<file path="src/rtl/rail_seq_pkg.sv">
package rail_seq_pkg;
  typedef enum logic [2:0] {
    ST_OFF   = 3'd0,
    ST_RAMP0 = 3'd1,
    ST_RAMP1 = 3'd2,
    ST_ON    = 3'd3,
    ST_STOP1 = 3'd4,
    ST_STOP0 = 3'd5
  } seq_state_e;
endpackage

</file>
<file path="src/rtl/flag_sync.sv">
module flag_sync #(
  parameter int W = 1
) (
  input  logic         clk_i,
  input  logic         rst_ni,
  input  logic [W-1:0] d_i,
  output logic [W-1:0] q_o
);
  logic [W-1:0] meta_q, sync_q;
  always_ff @(posedge clk_i or negedge rst_ni) begin
    if (!rst_ni) begin
      meta_q <= '0;
      sync_q <= '0;
    end else begin
      meta_q <= d_i;
      sync_q <= meta_q;
    end
  end
  assign q_o = sync_q;
endmodule

</file>
<file path="src/rtl/tick_gen.sv">
module tick_gen #(
  parameter int DIV = 4
) (
  input  logic clk_i,
  input  logic rst_ni,
  output logic tick_o
);
  localparam int CW = (DIV > 1) ? $clog2(DIV) : 1;
  localparam logic [CW-1:0] LAST = CW'(DIV - 1);
  logic [CW-1:0] cnt_q;
  always_ff @(posedge clk_i or negedge rst_ni) begin
    if (!rst_ni)           cnt_q <= '0;
    else if (cnt_q == LAST) cnt_q <= '0;
    else                    cnt_q <= cnt_q + 1'b1;
  end
  assign tick_o = (cnt_q == LAST);
endmodule

</file>
<file path="src/rtl/ramp_ctr.sv">
module ramp_ctr #(
  parameter int W = 4
) (
  input  logic         clk_i,
  input  logic         rst_ni,
  input  logic         clr_i,
  input  logic         tick_i,
  input  logic         up_i,
  input  logic         dn_i,
  output logic [W-1:0] cnt_o,
  output logic         full_o,
  output logic         empty_o
);
  logic [W-1:0] cnt_q;
  always_ff @(posedge clk_i or negedge rst_ni) begin
    if (!rst_ni)                        cnt_q <= '0;
    else if (clr_i)                     cnt_q <= '0;
    else if (tick_i && up_i && !full_o) cnt_q <= cnt_q + 1'b1;
    else if (tick_i && dn_i && !empty_o) cnt_q <= cnt_q - 1'b1;
  end
  assign cnt_o   = cnt_q;
  assign full_o  = &cnt_q;
  assign empty_o = ~|cnt_q;

  AST_SAT_TOP: assert property (@(posedge clk_i) disable iff (!rst_ni)
    (full_o && tick_i && up_i && !clr_i) |=> full_o);
  AST_SAT_BOT: assert property (@(posedge clk_i) disable iff (!rst_ni)
    (empty_o && tick_i && dn_i) |=> empty_o);
  AST_CLR_EMPTY: assert property (@(posedge clk_i) disable iff (!rst_ni)
    clr_i |=> empty_o);
endmodule

</file>
<file path="src/rtl/thermal_guard.sv">
module thermal_guard #(
  parameter int TW   = 8,
  parameter int TRIP = 160,
  parameter int HYST = 10
) (
  input  logic          clk_i,
  input  logic          rst_ni,
  input  logic [TW-1:0] temp_i,
  output logic          hot_o
);
  localparam logic [TW-1:0] TRIP_C   = TW'(TRIP);
  localparam logic [TW-1:0] RESUME_C = TW'(TRIP - HYST);
  logic hot_q;
  always_ff @(posedge clk_i or negedge rst_ni) begin
    if (!rst_ni)                  hot_q <= 1'b0;
    else if (temp_i > TRIP_C)     hot_q <= 1'b1;
    else if (temp_i <= RESUME_C)  hot_q <= 1'b0;
  end
  assign hot_o = hot_q;

  AST_HOT_HOLD: assert property (@(posedge clk_i) disable iff (!rst_ni)
    (hot_o && temp_i > RESUME_C) |=> hot_o);
  AST_COOL_HOLD: assert property (@(posedge clk_i) disable iff (!rst_ni)
    (!hot_o && temp_i <= TRIP_C) |=> !hot_o);
endmodule

</file>
<file path="src/rtl/rail_seq_supervisor.sv">
module rail_seq_supervisor
  import rail_seq_pkg::*;
#(
  parameter int RAMP_W    = 4,
  parameter int TICK_DIV  = 4,
  parameter int TEMP_W    = 8,
  parameter int TEMP_TRIP = 160,
  parameter int TEMP_HYST = 10
) (
  input  logic              clk_i,
  input  logic              rst_ni,
  input  logic              en_i,
  input  logic              uvlo_i,
  input  logic              rearm_i,
  input  logic [TEMP_W-1:0] temp_i,
  input  logic [1:0]        pgood_i,
  output logic [1:0]        gate_hi_o,
  output logic [1:0]        gate_lo_o,
  output logic              rst_no,
  output logic [2:0]        state_o,
  output logic [1:0]        ramp_done_o
);
  localparam int NRAIL = 2;
  localparam int NSYNC = 3 + NRAIL;

  logic [NSYNC-1:0] sync_d, sync_q;
  logic en_s, uvlo_s, rearm_s;
  logic [NRAIL-1:0] pgood_s;

  assign sync_d = {pgood_i, rearm_i, uvlo_i, en_i};
  flag_sync #(.W(NSYNC)) u_sync (.clk_i, .rst_ni, .d_i(sync_d), .q_o(sync_q));
  assign {pgood_s, rearm_s, uvlo_s, en_s} = sync_q;

  // lockout latch: re-arm has priority, uvlo still blocks while present
  logic lock_q;
  always_ff @(posedge clk_i or negedge rst_ni) begin
    if (!rst_ni)      lock_q <= 1'b0;
    else if (rearm_s) lock_q <= 1'b0;
    else if (uvlo_s)  lock_q <= 1'b1;
  end

  logic hot;
  thermal_guard #(.TW(TEMP_W), .TRIP(TEMP_TRIP), .HYST(TEMP_HYST)) u_therm (
    .clk_i, .rst_ni, .temp_i, .hot_o(hot));

  logic fault;
  assign fault = lock_q | uvlo_s | hot;

  logic tick;
  tick_gen #(.DIV(TICK_DIV)) u_tick (.clk_i, .rst_ni, .tick_o(tick));

  seq_state_e state_q, state_d;
  logic [NRAIL-1:0] ramp_up, ramp_dn, ramp_full, ramp_empty;
  logic [RAMP_W-1:0] ramp_cnt [NRAIL];

  always_comb begin
    ramp_up = '0;
    ramp_dn = '0;
    unique case (state_q)
      ST_RAMP0: ramp_up[0] = 1'b1;
      ST_RAMP1: ramp_up[1] = 1'b1;
      ST_STOP1: ramp_dn[1] = 1'b1;
      ST_STOP0: ramp_dn[0] = 1'b1;
      default: ;
    endcase
  end

  for (genvar i = 0; i < NRAIL; i++) begin : g_rail
    ramp_ctr #(.W(RAMP_W)) u_ramp (
      .clk_i, .rst_ni, .clr_i(fault), .tick_i(tick),
      .up_i(ramp_up[i]), .dn_i(ramp_dn[i]),
      .cnt_o(ramp_cnt[i]), .full_o(ramp_full[i]), .empty_o(ramp_empty[i]));
  end

  always_comb begin
    state_d = state_q;
    if (fault) state_d = ST_OFF;
    else begin
      unique case (state_q)
        ST_OFF:   if (en_s) state_d = ST_RAMP0;
        ST_RAMP0: if (!en_s) state_d = ST_STOP0;
                  else if (ramp_full[0]) state_d = ST_RAMP1;
        ST_RAMP1: if (!en_s) state_d = ST_STOP1;
                  else if (ramp_full[1]) state_d = ST_ON;
        ST_ON:    if (!en_s) state_d = ST_STOP1;
        ST_STOP1: if (en_s) state_d = ST_RAMP1;
                  else if (ramp_empty[1]) state_d = ST_STOP0;
        ST_STOP0: if (en_s) state_d = ST_RAMP0;
                  else if (ramp_empty[0]) state_d = ST_OFF;
        default:  state_d = ST_OFF;
      endcase
    end
  end

  always_ff @(posedge clk_i or negedge rst_ni) begin
    if (!rst_ni) state_q <= ST_OFF;
    else         state_q <= state_d;
  end

  logic [NRAIL-1:0] run;
  assign run[0] = !fault && (state_q != ST_OFF);
  assign run[1] = !fault && (state_q inside {ST_RAMP1, ST_ON, ST_STOP1});

  assign gate_hi_o   = run;
  assign gate_lo_o   = run;
  assign rst_no      = !fault && (state_q == ST_ON) && (&ramp_full) && (&pgood_s);
  assign state_o     = state_q;
  assign ramp_done_o = ramp_full;

  AST_RAIL1_AFTER_RAIL0: assert property (@(posedge clk_i) disable iff (!rst_ni)
    (state_q == ST_RAMP1) |-> ramp_full[0]);
  AST_STOP_REVERSE: assert property (@(posedge clk_i) disable iff (!rst_ni)
    (state_q == ST_STOP0) |-> ramp_empty[1]);
  AST_RST_NEEDS_RAMPS: assert property (@(posedge clk_i) disable iff (!rst_ni)
    rst_no |-> (&ramp_done_o));
  AST_LOCK_HOLD: assert property (@(posedge clk_i) disable iff (!rst_ni)
    (lock_q && !rearm_s) |=> lock_q);
  AST_FAULT_STOPS: assert property (@(posedge clk_i) disable iff (!rst_ni)
    fault |=> (state_q == ST_OFF));
endmodule

</file>
<file path="config.mk">
export PLATFORM = sky130hd
export DESIGN_NAME = rail_seq_supervisor
export DESIGN_NICKNAME = d
export VERILOG_FILES = /design/src/rtl/rail_seq_pkg.sv /design/src/rtl/flag_sync.sv /design/src/rtl/tick_gen.sv /design/src/rtl/ramp_ctr.sv /design/src/rtl/thermal_guard.sv /design/src/rtl/rail_seq_supervisor.sv
export SDC_FILE = /design/constraint.sdc
export NUM_CORES = 1
export LEC_CHECK = 0
export BUFFER_PORTS_ARGS = -buffer_cell sky130_fd_sc_hd__buf_2
export CAP_MARGIN = 20
export CORE_UTILIZATION = 54
export CTS_CLUSTER_SIZE = 8
export DETAILED_ROUTE_END_ITERATION = 8
export GPL_TIMING_DRIVEN = 1
export PLACE_DENSITY = 0.89
export SLEW_MARGIN = 10
export SYNTH_ARGS = -nofsm -noshare
export SYNTH_HDL_FRONTEND = slang
export SYNTH_SLANG_ARGS = --single-unit
export TNS_END_PERCENT = 10
</file>
<file path="constraint.sdc">
create_clock -name clk_i -period 2.8 [get_ports clk_i]
set_input_delay 0.28 -clock clk_i [delete_from_list [all_inputs] [get_ports clk_i]]
set_output_delay 0.28 -clock clk_i [all_outputs]
set_load 0.01 [all_outputs]
</file>
==> metrics.cfg, run 1 <==
[power_and_ir_drop]
p_leak_nw=0.734
powerDensity_nw_per_um2=424
total_power_uw=639
vdd_drop_max_uv=358

[clock_network]
cts_buffers=3
root_buffer=clkbuf_4
cts_tree=yes
clk_latency_ps=320
cts_setup_buffers=0
clk_path_buf_depth=2
cts_resized=0
clock_sinks=25
h-tree-depth=1
ctsHoldBuffers=1
clk_pin_slew_ps=140

[sta]
worstMarginPinSlew_ps=531
skew_ps=5.96
fin_tns_setup_ps=0
period_share=0.855
rsz0062_at_grt=false
relSlewSlack=0.646
hold_violations=0
fin_hold_ws_ps=51.5
fmax_mhz=418
setup_viol=0
min_period_ps=2390
slew_violations=0

[synthesis]
synth_edf_count=0
syn_inst=135
ys_async_sr_fraction=1.00
yosys_warnings=0
ys_seq_elements=25
syn_nets=157
synth_ff_type=dfrtp_1
synthesis.area_um2=1360
syn_area_per_cell_um2=10.1
synth_cell_types=42
synth-seq-area-share=0.459

[detailed_routing]
vias=1047
via_per_inst=5.72
wire_per_inst_um=13.6
drt-pass1-iter-count=4
ant_nets=0
wirelength_um=2500
drc=0
drt-initial-drc-count=35

[layout]
nNetsFinal=178
final_common_cell=dfrtp_1
seqCellArea_um2=626
multiInputGateArea_um2=657
area_delta_synth_final_pct=10.6
antenna_cells=0
fillers=198
fin_cells=183
most-common-layout-cells=dfrtp_1 (25), buf_2 (24), nor2_1 (15)
fin_util=0.656
drive_gt1_frac=0.226

[critical_path]
r2r_setup_slack_ps=410
crit_path_end_kind=register
critPathRequiredTime_ps=3010
crit_end=g_rail[0].u_ramp.cnt_o[3]
r2r_cells=9
path_class=reg -> reg
worstPathMaxFanout=14
startpoint_type=register
rr_startpoint=state_o[1]
r2r-end=g_rail[0].u_ramp.cnt_o[3]
crit_start=state_o[1]
crit_arrival_ps=2600

[floorplanning]
die_area_um2=2730
die_w_um=52.3
initial_core_util=0.594
num_io_pins=25
core_area_um2=2300
row_count=17
die_y_um=52.3

[outcome]
status=finished, final reports clean

[flow_run]
max_cap_viol_count=0

[placed_design]
dpl.hpwl_um=1920
portBuffers=24
dp_cells=178
globalplace.congestion=0.819

[global_routing]
antenna_found_initial=0
track_usage=0.222
first_global_vias=973
grt-ovfl-total=0
grt_pass1_wl_um=4310
grt_start_max_net_pins=26

[worst_hold_path]
hold_path_class=in -> reg
holdPathStages=1

[kinds of logic after synthesis]
kind of cell	after synthesis	share of synthesized area
fa+ha+maj	7	0.0752
mux	8	0.0624
buf+inv	17	0.0596
simple gates	49	0.195
compound gates	24	0.117
xor+xnor	5	0.0321
flops	25	0.459
[flip-flops by register name, summed over array words and instances (netlist names)]
| register | flops |
|---|---|
| g_rail.u_ramp.cnt_o | 8 |
| u_sync.meta_q | 5 |
| u_sync.q_o | 5 |
| state_o | 3 |
| u_tick.cnt_q | 2 |
| lock_q | 1 |
| u_therm.hot_o | 1 |
[worst min path at each step]
stage / endpoint / startpoint
2_1_floorplan: g_rail[0].u_ramp.cnt_o[0] / rst_ni
4_1_cts: u_sync.meta_q[0] / en_i
6_report: u_sync.meta_q[1] / uvlo_i
3_5_place_dp: u_sync.meta_q[3] / rst_ni
3_3_place_gp: u_sync.meta_q[3] / rst_ni
5_1_grt: u_sync.meta_q[0] / en_i
[report_power, final]
part	switching [mW]	internal, mW	total, mW	leakage (nW)
sequential	0.0173	0.376	0.394	0.316
combinational	0.0424	0.0373	0.0797	0.404
clock	0.111	0.0545	0.165	0.0139
[synthesized netlist by cell type, types with 3 or more instances]
cell | count | area, um2
dfrtp_1 | 25 | 626
nor2_1 | 15 | 56.3
a21oi_1 | 8 | 40.0
inv_1 | 8 | 30.0
nand2_1 | 8 | 30.0
ha_1 | 5 | 62.6
buf_4 | 4 | 30.0
mux2_1 | 4 | 45.0
mux2i_1 | 4 | 40.0
clkbuf_1 | 3 | 11.3
nand2b_1 | 3 | 18.8
nand4_1 | 3 | 18.8
nor2b_1 | 3 | 18.8
o21ai_0 | 3 | 15.0
or3_1 | 3 | 18.8
xor2_1 | 3 | 26.3
[worst max-delay path: stages (launching register included)]
cell	delay (ps)
dfrtp_1	530
nand3b_1	280
nor3_2	250
inv_1	100
ha_1	280
a21o_1	180
a21oi_1	190
mux2i_1	250
xor2_1	160
nor2_1	50
[per-layer routing]
| layer | vias up | routed length, um | GRT usage |
|---|---|---|---|
| met3 | 8 | 117 | 0.0406 |
| met5 | - | 0 | 0 |
| li1 | 509 | - | - |
| met4 | 0 | 59 | 0.123 |
| met2 | 33 | 1160 | 0.323 |
| met1 | 497 | 1160 | 0.312 |
[layout make-up]
cell class,instances,area share
Inverter,8,0.0199
Clock inverter,1,0.00498
Clock buffer,3,0.0149
Multi-Input combinational cell,93,0.436
Tap cell,28,0.0232
Timing Repair Buffer,25,0.0863
Sequential cell,25,0.415
[metrics by stage]
stage | cell area (um2) | worst slack [ps]
final | 1510 | 406
after global routing | 1510 | 254
after CTS | 1510 | 400
after detailed placement | 1470 | 423
after global placement | 1470 | 594
after floorplan | 1360 | 594
(Power assumes the default switching activity.)
==> run 2, diff against run 1 <==
--- a/config.mk
+++ b/config.mk
@@ -7,7 +7,9 @@
 export LEC_CHECK = 0
 export BUFFER_PORTS_ARGS = -buffer_cell sky130_fd_sc_hd__buf_2
 export CAP_MARGIN = 20
-export CORE_UTILIZATION = 54
+export CELL_PAD_IN_SITES_DETAIL_PLACEMENT = 1
+export CELL_PAD_IN_SITES_GLOBAL_PLACEMENT = 2
+export CORE_UTILIZATION = 34
 export CTS_CLUSTER_SIZE = 8
 export DETAILED_ROUTE_END_ITERATION = 8
 export GPL_TIMING_DRIVEN = 1
==> metrics.cfg, run 2 (synthesis gave the netlist of run 1 again) <==
[layout]
nNetsFinal=177  ; -0.56%
largest_reg_flops=8  ; unchanged
antenna_cells=0  ; unchanged
area_delta_synth_final_pct=12.8
most-common-layout-cells=dfrtp_1 (25), buf_2 (24), nor2_1 (15)
final_common_cell=dfrtp_1
drive_gt1_frac=0.227  ; +0.00147

[outcome]
violations=hold timing
status=complete, but fails checks

[clock_network]
cts_tree=yes
clk_latency_ps=270  ; -50 ps
clk_pin_slew_ps=90  ; -50 ps
clk_path_buf_depth=2  ; unchanged
cts_buffers=3  ; unchanged
root_buffer=clkbuf_8
h-tree-depth=1  ; unchanged
cts_setup_buffers=0  ; unchanged
ctsHoldBuffers=0  ; -1
cts_resized=0  ; unchanged
clock_sinks=25  ; unchanged

[sta]
min_period_ps=2410  ; +11.6 ps
period_share=0.859  ; +0.00416
setup_ws_ps=394  ; -11.6 ps
fin_hold_ws_ps=-7.86  ; -59.3 ps
relSlewSlack=0.629  ; -0.0170
setup_viol=0  ; unchanged
worstMarginPinSlew_ps=556  ; +25.5 ps
hold_violations=21  ; +21
skew_ps=6.57  ; +0.611 ps
fin_tns_setup_ps=0  ; unchanged
slew_violations=0  ; unchanged
rsz0062_at_grt=false
fmax_mhz=416  ; -0.48%

[floorplanning]
die_y_um=65.3  ; +25%
num_io_pins=25  ; unchanged
die_w_um=65.3  ; +25%
row_count=22  ; +5
die_area_um2=4270  ; +56%
core_area_um2=3740  ; +63%
initial_core_util=0.364  ; -0.229

[global_routing]
antenna_found_initial=0  ; unchanged
grt-ovfl-total=0  ; unchanged
first_global_vias=1116  ; +15%
grt_pass1_wl_um=5080  ; +18%
track_usage=0.159  ; -0.0628
grt_start_max_net_pins=26  ; unchanged

[detailed_routing]
wirelength_um=2890  ; +16%
drt-initial-drc-count=35  ; unchanged
via_per_inst=5.19  ; -9.2%
wire_per_inst_um=14.3  ; +5.0%
ant_nets=0  ; unchanged
drt-pass1-iter-count=4  ; unchanged
vias=1049  ; +0.19%
drc=0  ; unchanged

[critical_path]
critPathRequiredTime_ps=2940  ; -70 ps
path_class=reg -> reg
crit_arrival_ps=2540  ; -60 ps
worstPathMaxFanout=14  ; unchanged
crit_path_end_kind=register
startpoint_type=register

[worst_hold_path]
hold_path_class=in -> async

[flow_run]
max_cap_viol_count=0  ; unchanged

[power_and_ir_drop]
powerDensity_nw_per_um2=446  ; +5.3%
total_power_uw=686  ; +7.4%
vdd_drop_max_uv=298  ; -17%
p_leak_nw=0.741  ; +1.0%

[placed_design]
post-place-ws_ps=402  ; -21.7 ps
dpl.hpwl_um=2250  ; +17%
globalplace.congestion=0.818  ; about the same
portBuffers=24  ; unchanged

## run 2: cell types whose count changed in the layout (fill, tap and decap cells not counted)
cell	previous run	this run
clkinv_2	0	1
clkinvlp_4	1	0
dlygate4sd3_1	1	0
clkbuf_8	0	3
clkbuf_4	3	0
## run 2: worst max-delay path: stages (launching register included)
cell and delay, ps:
dfrtp_1 510, nand3b_1 290, nor3_2 260, inv_1 100, ha_1 280, a21o_1 170
a21oi_1 180, mux2i_1 250, xor2_1 170, nor2_1 50
## run 2: through the flow
stage	instances	area (um2)	hold slack (ps)	utilization
6_report	202	1540	-7.86	0.411
5_1_grt	202	1540	18.5	0.411
4_1_cts	202	1540	6.70	0.411
3_5_place_dp	198	1490	305	0.399
3_3_place_gp	198	1490	292	0.399
2_1_floorplan	135	1360	-15.6	-
## run 2: power breakdown
part,internal [mW],leakage (nW),switching [mW]
registers,0.376,0.316,0.0183
clock network,0.0996,0.0255,0.113
logic,0.0363,0.400,0.0432
## run 2: final timing paths
| path | from | end | slack (ps) | depth (start not counted) |
|---|---|---|---|---|
| setup / recovery | state_o[1] | g_rail[0].u_ramp.cnt_o[3] | 390 | 9 |
| hold / removal | rst_ni | state_o[1] | -8 | 1 |
| setup reg to reg | state_o[1] | g_rail[0].u_ramp.cnt_o[3] | 390 | 9 |
| hold reg to reg | u_sync.meta_q[1] | u_sync.q_o[1] | 350 | 0 |
| max in group asynchronous | rst_ni | u_sync.meta_q[2] | 2440 | 1 |
| min in group clk_i | pgood_i[0] | u_sync.meta_q[3] | 110 | 1 |
## run 2: final cells by class
class | instances | area [um2]
flip-flops and latches | 25 | 626
clock inverters | 1 | 5.00
clock buffers | 3 | 41.3
inverters | 8 | 30.0
well taps | 48 | 60.1
multi-input cells | 93 | 657
fillers | 458 | 2200
repair buffers | 24 | 120
## run 2: per-layer routing
layer / global-route usage / vias up / share of wire
met5: 0 / - / 0
met4: 0.101 / 0 / 0.025
met3: 0.0243 / 5 / 0.030
met2: 0.276 / 19 / 0.50
met1: 0.181 / 523 / 0.45
li1: - / 502 / -
==> run 3, diff against run 2 <==
--- a/config.mk
+++ b/config.mk
@@ -9,6 +9,7 @@
 export CAP_MARGIN = 20
 export CELL_PAD_IN_SITES_DETAIL_PLACEMENT = 1
 export CELL_PAD_IN_SITES_GLOBAL_PLACEMENT = 2
+export CORE_MARGIN = 2
 export CORE_UTILIZATION = 34
 export CTS_CLUSTER_SIZE = 8
 export DETAILED_ROUTE_END_ITERATION = 8
==> constraint.sdc (replaced) <==
create_clock -name clk_i -period 2.8 [get_ports clk_i]
set_input_delay 0.56 -clock clk_i [delete_from_list [all_inputs] [get_ports clk_i]]
set_output_delay 0.56 -clock clk_i [all_outputs]
set_load 0.01 [all_outputs]
==> metrics.cfg, run 3 (synthesis gave the netlist of run 1 again) <==
[outcome]
status=finished, final reports clean

[sta]
slew_violations=0  ; unchanged
fin_tns_setup_ps=0  ; unchanged
setup_viol=0  ; unchanged
hold_violations=0  ; -100%
period_share=0.887  ; +0.0274
min_period_ps=2480  ; +76.8 ps
fmax_mhz=403  ; -3.1%
skew_ps=2.08  ; -4.49 ps
worstMarginPinSlew_ps=538  ; -18.6 ps
relSlewSlack=0.642  ; +0.0124
rsz0062_at_grt=false

[detailed_routing]
wire_per_inst_um=14.6  ; +2.0%
wirelength_um=3000  ; +3.5%
via_per_inst=5.07  ; -2.3%
drt-pass1-iter-count=4  ; unchanged
drc=0  ; unchanged
drt-initial-drc-count=46  ; +31%
ant_nets=0  ; unchanged
vias=1040  ; -0.86%

[placed_design]
globalplace.congestion=0.810  ; -1.1%
dpl.hpwl_um=2390  ; +6.3%
place_area_um2=1500  ; +0.67%
portBuffers=24  ; unchanged

[layout]
nNetsFinal=178  ; +0.56%
stdcell_area_um2=1550  ; +0.89%
final_common_cell=dfrtp_1
most-common-layout-cells=dfrtp_1 (25), buf_2 (24), nor2_1 (15)
area_delta_synth_final_pct=13.9
drive_gt1_frac=0.232  ; +0.00499
fin_util=0.394  ; -0.0173
antenna_cells=0  ; unchanged
largest_reg_flops=8  ; unchanged

[clock_network]
cts_setup_buffers=0  ; unchanged
clk_path_buf_depth=2  ; unchanged
cts_tree=yes
ctsHoldBuffers=0  ; unchanged
clock_sinks=25  ; unchanged
cts_buffers=3  ; unchanged
cts_resized=0  ; unchanged
clk_latency_ps=270  ; about the same
h-tree-depth=1  ; unchanged
root_buffer=clkbuf_8
clk_pin_slew_ps=90  ; about the same

[flow_run]
max_cap_viol_count=0  ; unchanged

[critical_path]
crit_chain=nand4_1, inv_1, nor3_2, inv_1, ha_1, a21o_1, a21oi_1, mux2i_1, xor2_1, nor2_1
critPathRequiredTime_ps=2960  ; +20 ps
crit_path_end_kind=register
crit_family=simple AND/OR/NAND/NOR gates
crit_buf_inv=2  ; +1
crit_arrival_ps=2640  ; +100 ps
crit_top_cell=inv_1
startpoint_type=register
critical_path_depth=10  ; +1
r2r_cells=10  ; +1
cp_slowest_cell=dfrtp_1
max_stage_delay_ps=470  ; -40 ps
worstPathMaxFanout=6  ; -8
path_class=reg -> reg

[power_and_ir_drop]
vdd_drop_max_uv=271  ; -9.0%
powerDensity_nw_per_um2=449  ; +0.61%
p_leak_nw=0.747  ; +0.68%

[global_routing]
grt_start_max_net_pins=26  ; unchanged
grt-ovfl-total=0  ; unchanged
track_usage=0.148  ; -0.0114
grt_pass1_wl_um=5010  ; -1.4%
antenna_found_initial=0  ; unchanged
first_global_vias=1093  ; -2.1%

[floorplanning]
die_w_um=67.3  ; +3.1%
die_area_um2=4530  ; +6.2%
row_count=23  ; +4.5%
num_io_pins=25  ; unchanged
initial_core_util=0.346  ; -0.0184
core_area_um2=3940  ; +5.3%
die_y_um=67.3  ; +3.1%

[worst_hold_path]
hold_path_class=in -> async

## run 3: stage by stage
stage | power [mW] | hold slack [ps] | setup slack [ps] | std cells
after floorplan | 0.448 | 264 | 594 | 135
after global routing | 0.737 | 287 | 191 | 205
final | 0.696 | 263 | 318 | 205
after CTS | 0.705 | 278 | 283 | 205
after detailed placement | 0.486 | 336 | 311 | 201
after global placement | 0.477 | 334 | 586 | 201
## run 3: worst reg2reg max path, stage by stage, from the launching register on
cell and delay, ps:
dfrtp_1 470, nand4_1 240, inv_1 110, nor3_2 280, inv_1 120, ha_1 290
a21o_1 190, a21oi_1 210, mux2i_1 240, xor2_1 190, nor2_1 60
## run 3: cell type report
| class | count | area, um2 |
|---|---|---|
| Tap cell | 50 | 62.6 |
| Clock buffer | 3 | 41.3 |
| Fill cell | 457 | 2390 |
| Clock inverter | 1 | 8.76 |
| Inverter | 8 | 30.0 |
| Timing Repair Buffer | 25 | 128 |
| Sequential cell | 25 | 626 |
| Multi-Input combinational cell | 93 | 657 |
## run 3: power by group
| group | switching [mW] | leakage (nW) | internal [mW] | total (mW) |
|---|---|---|---|---|
| registers | 0.0184 | 0.316 | 0.376 | 0.394 |
| logic | 0.0443 | 0.404 | 0.0377 | 0.0821 |
| clock network | 0.116 | 0.0261 | 0.104 | 0.220 |
| total | 0.179 | 0.747 | 0.518 | 0.696 |
## run 3: routing by layer
| layer | wire length [um] | global-route usage |
|---|---|---|
| met1 | 1250 | 0.174 |
| met2 | 1630 | 0.274 |
| met4 | 0 | 0.0230 |
| met3 | 110 | 0.0367 |
| met5 | 0 | 0 |
## run 3: path summary, 6_finish.rpt
| kind | startpoint | to | slack [ps] |
|---|---|---|---|
| max in group asynchronous | rst_ni | u_sync.q_o[0] | 2180 |
| worst min-delay path | rst_ni | g_rail[1].u_ramp.cnt_o[0] | 260 |
| worst min register to register | u_sync.meta_q[0] | u_sync.q_o[0] | 350 |
| worst max register to register | g_rail[0].u_ramp.cnt_o[0] | g_rail[0].u_ramp.cnt_o[3] | 320 |
| min in group clk_i | u_sync.meta_q[0] | u_sync.q_o[0] | 350 |
| worst max-delay path | g_rail[0].u_ramp.cnt_o[0] | g_rail[0].u_ramp.cnt_o[3] | 320 |
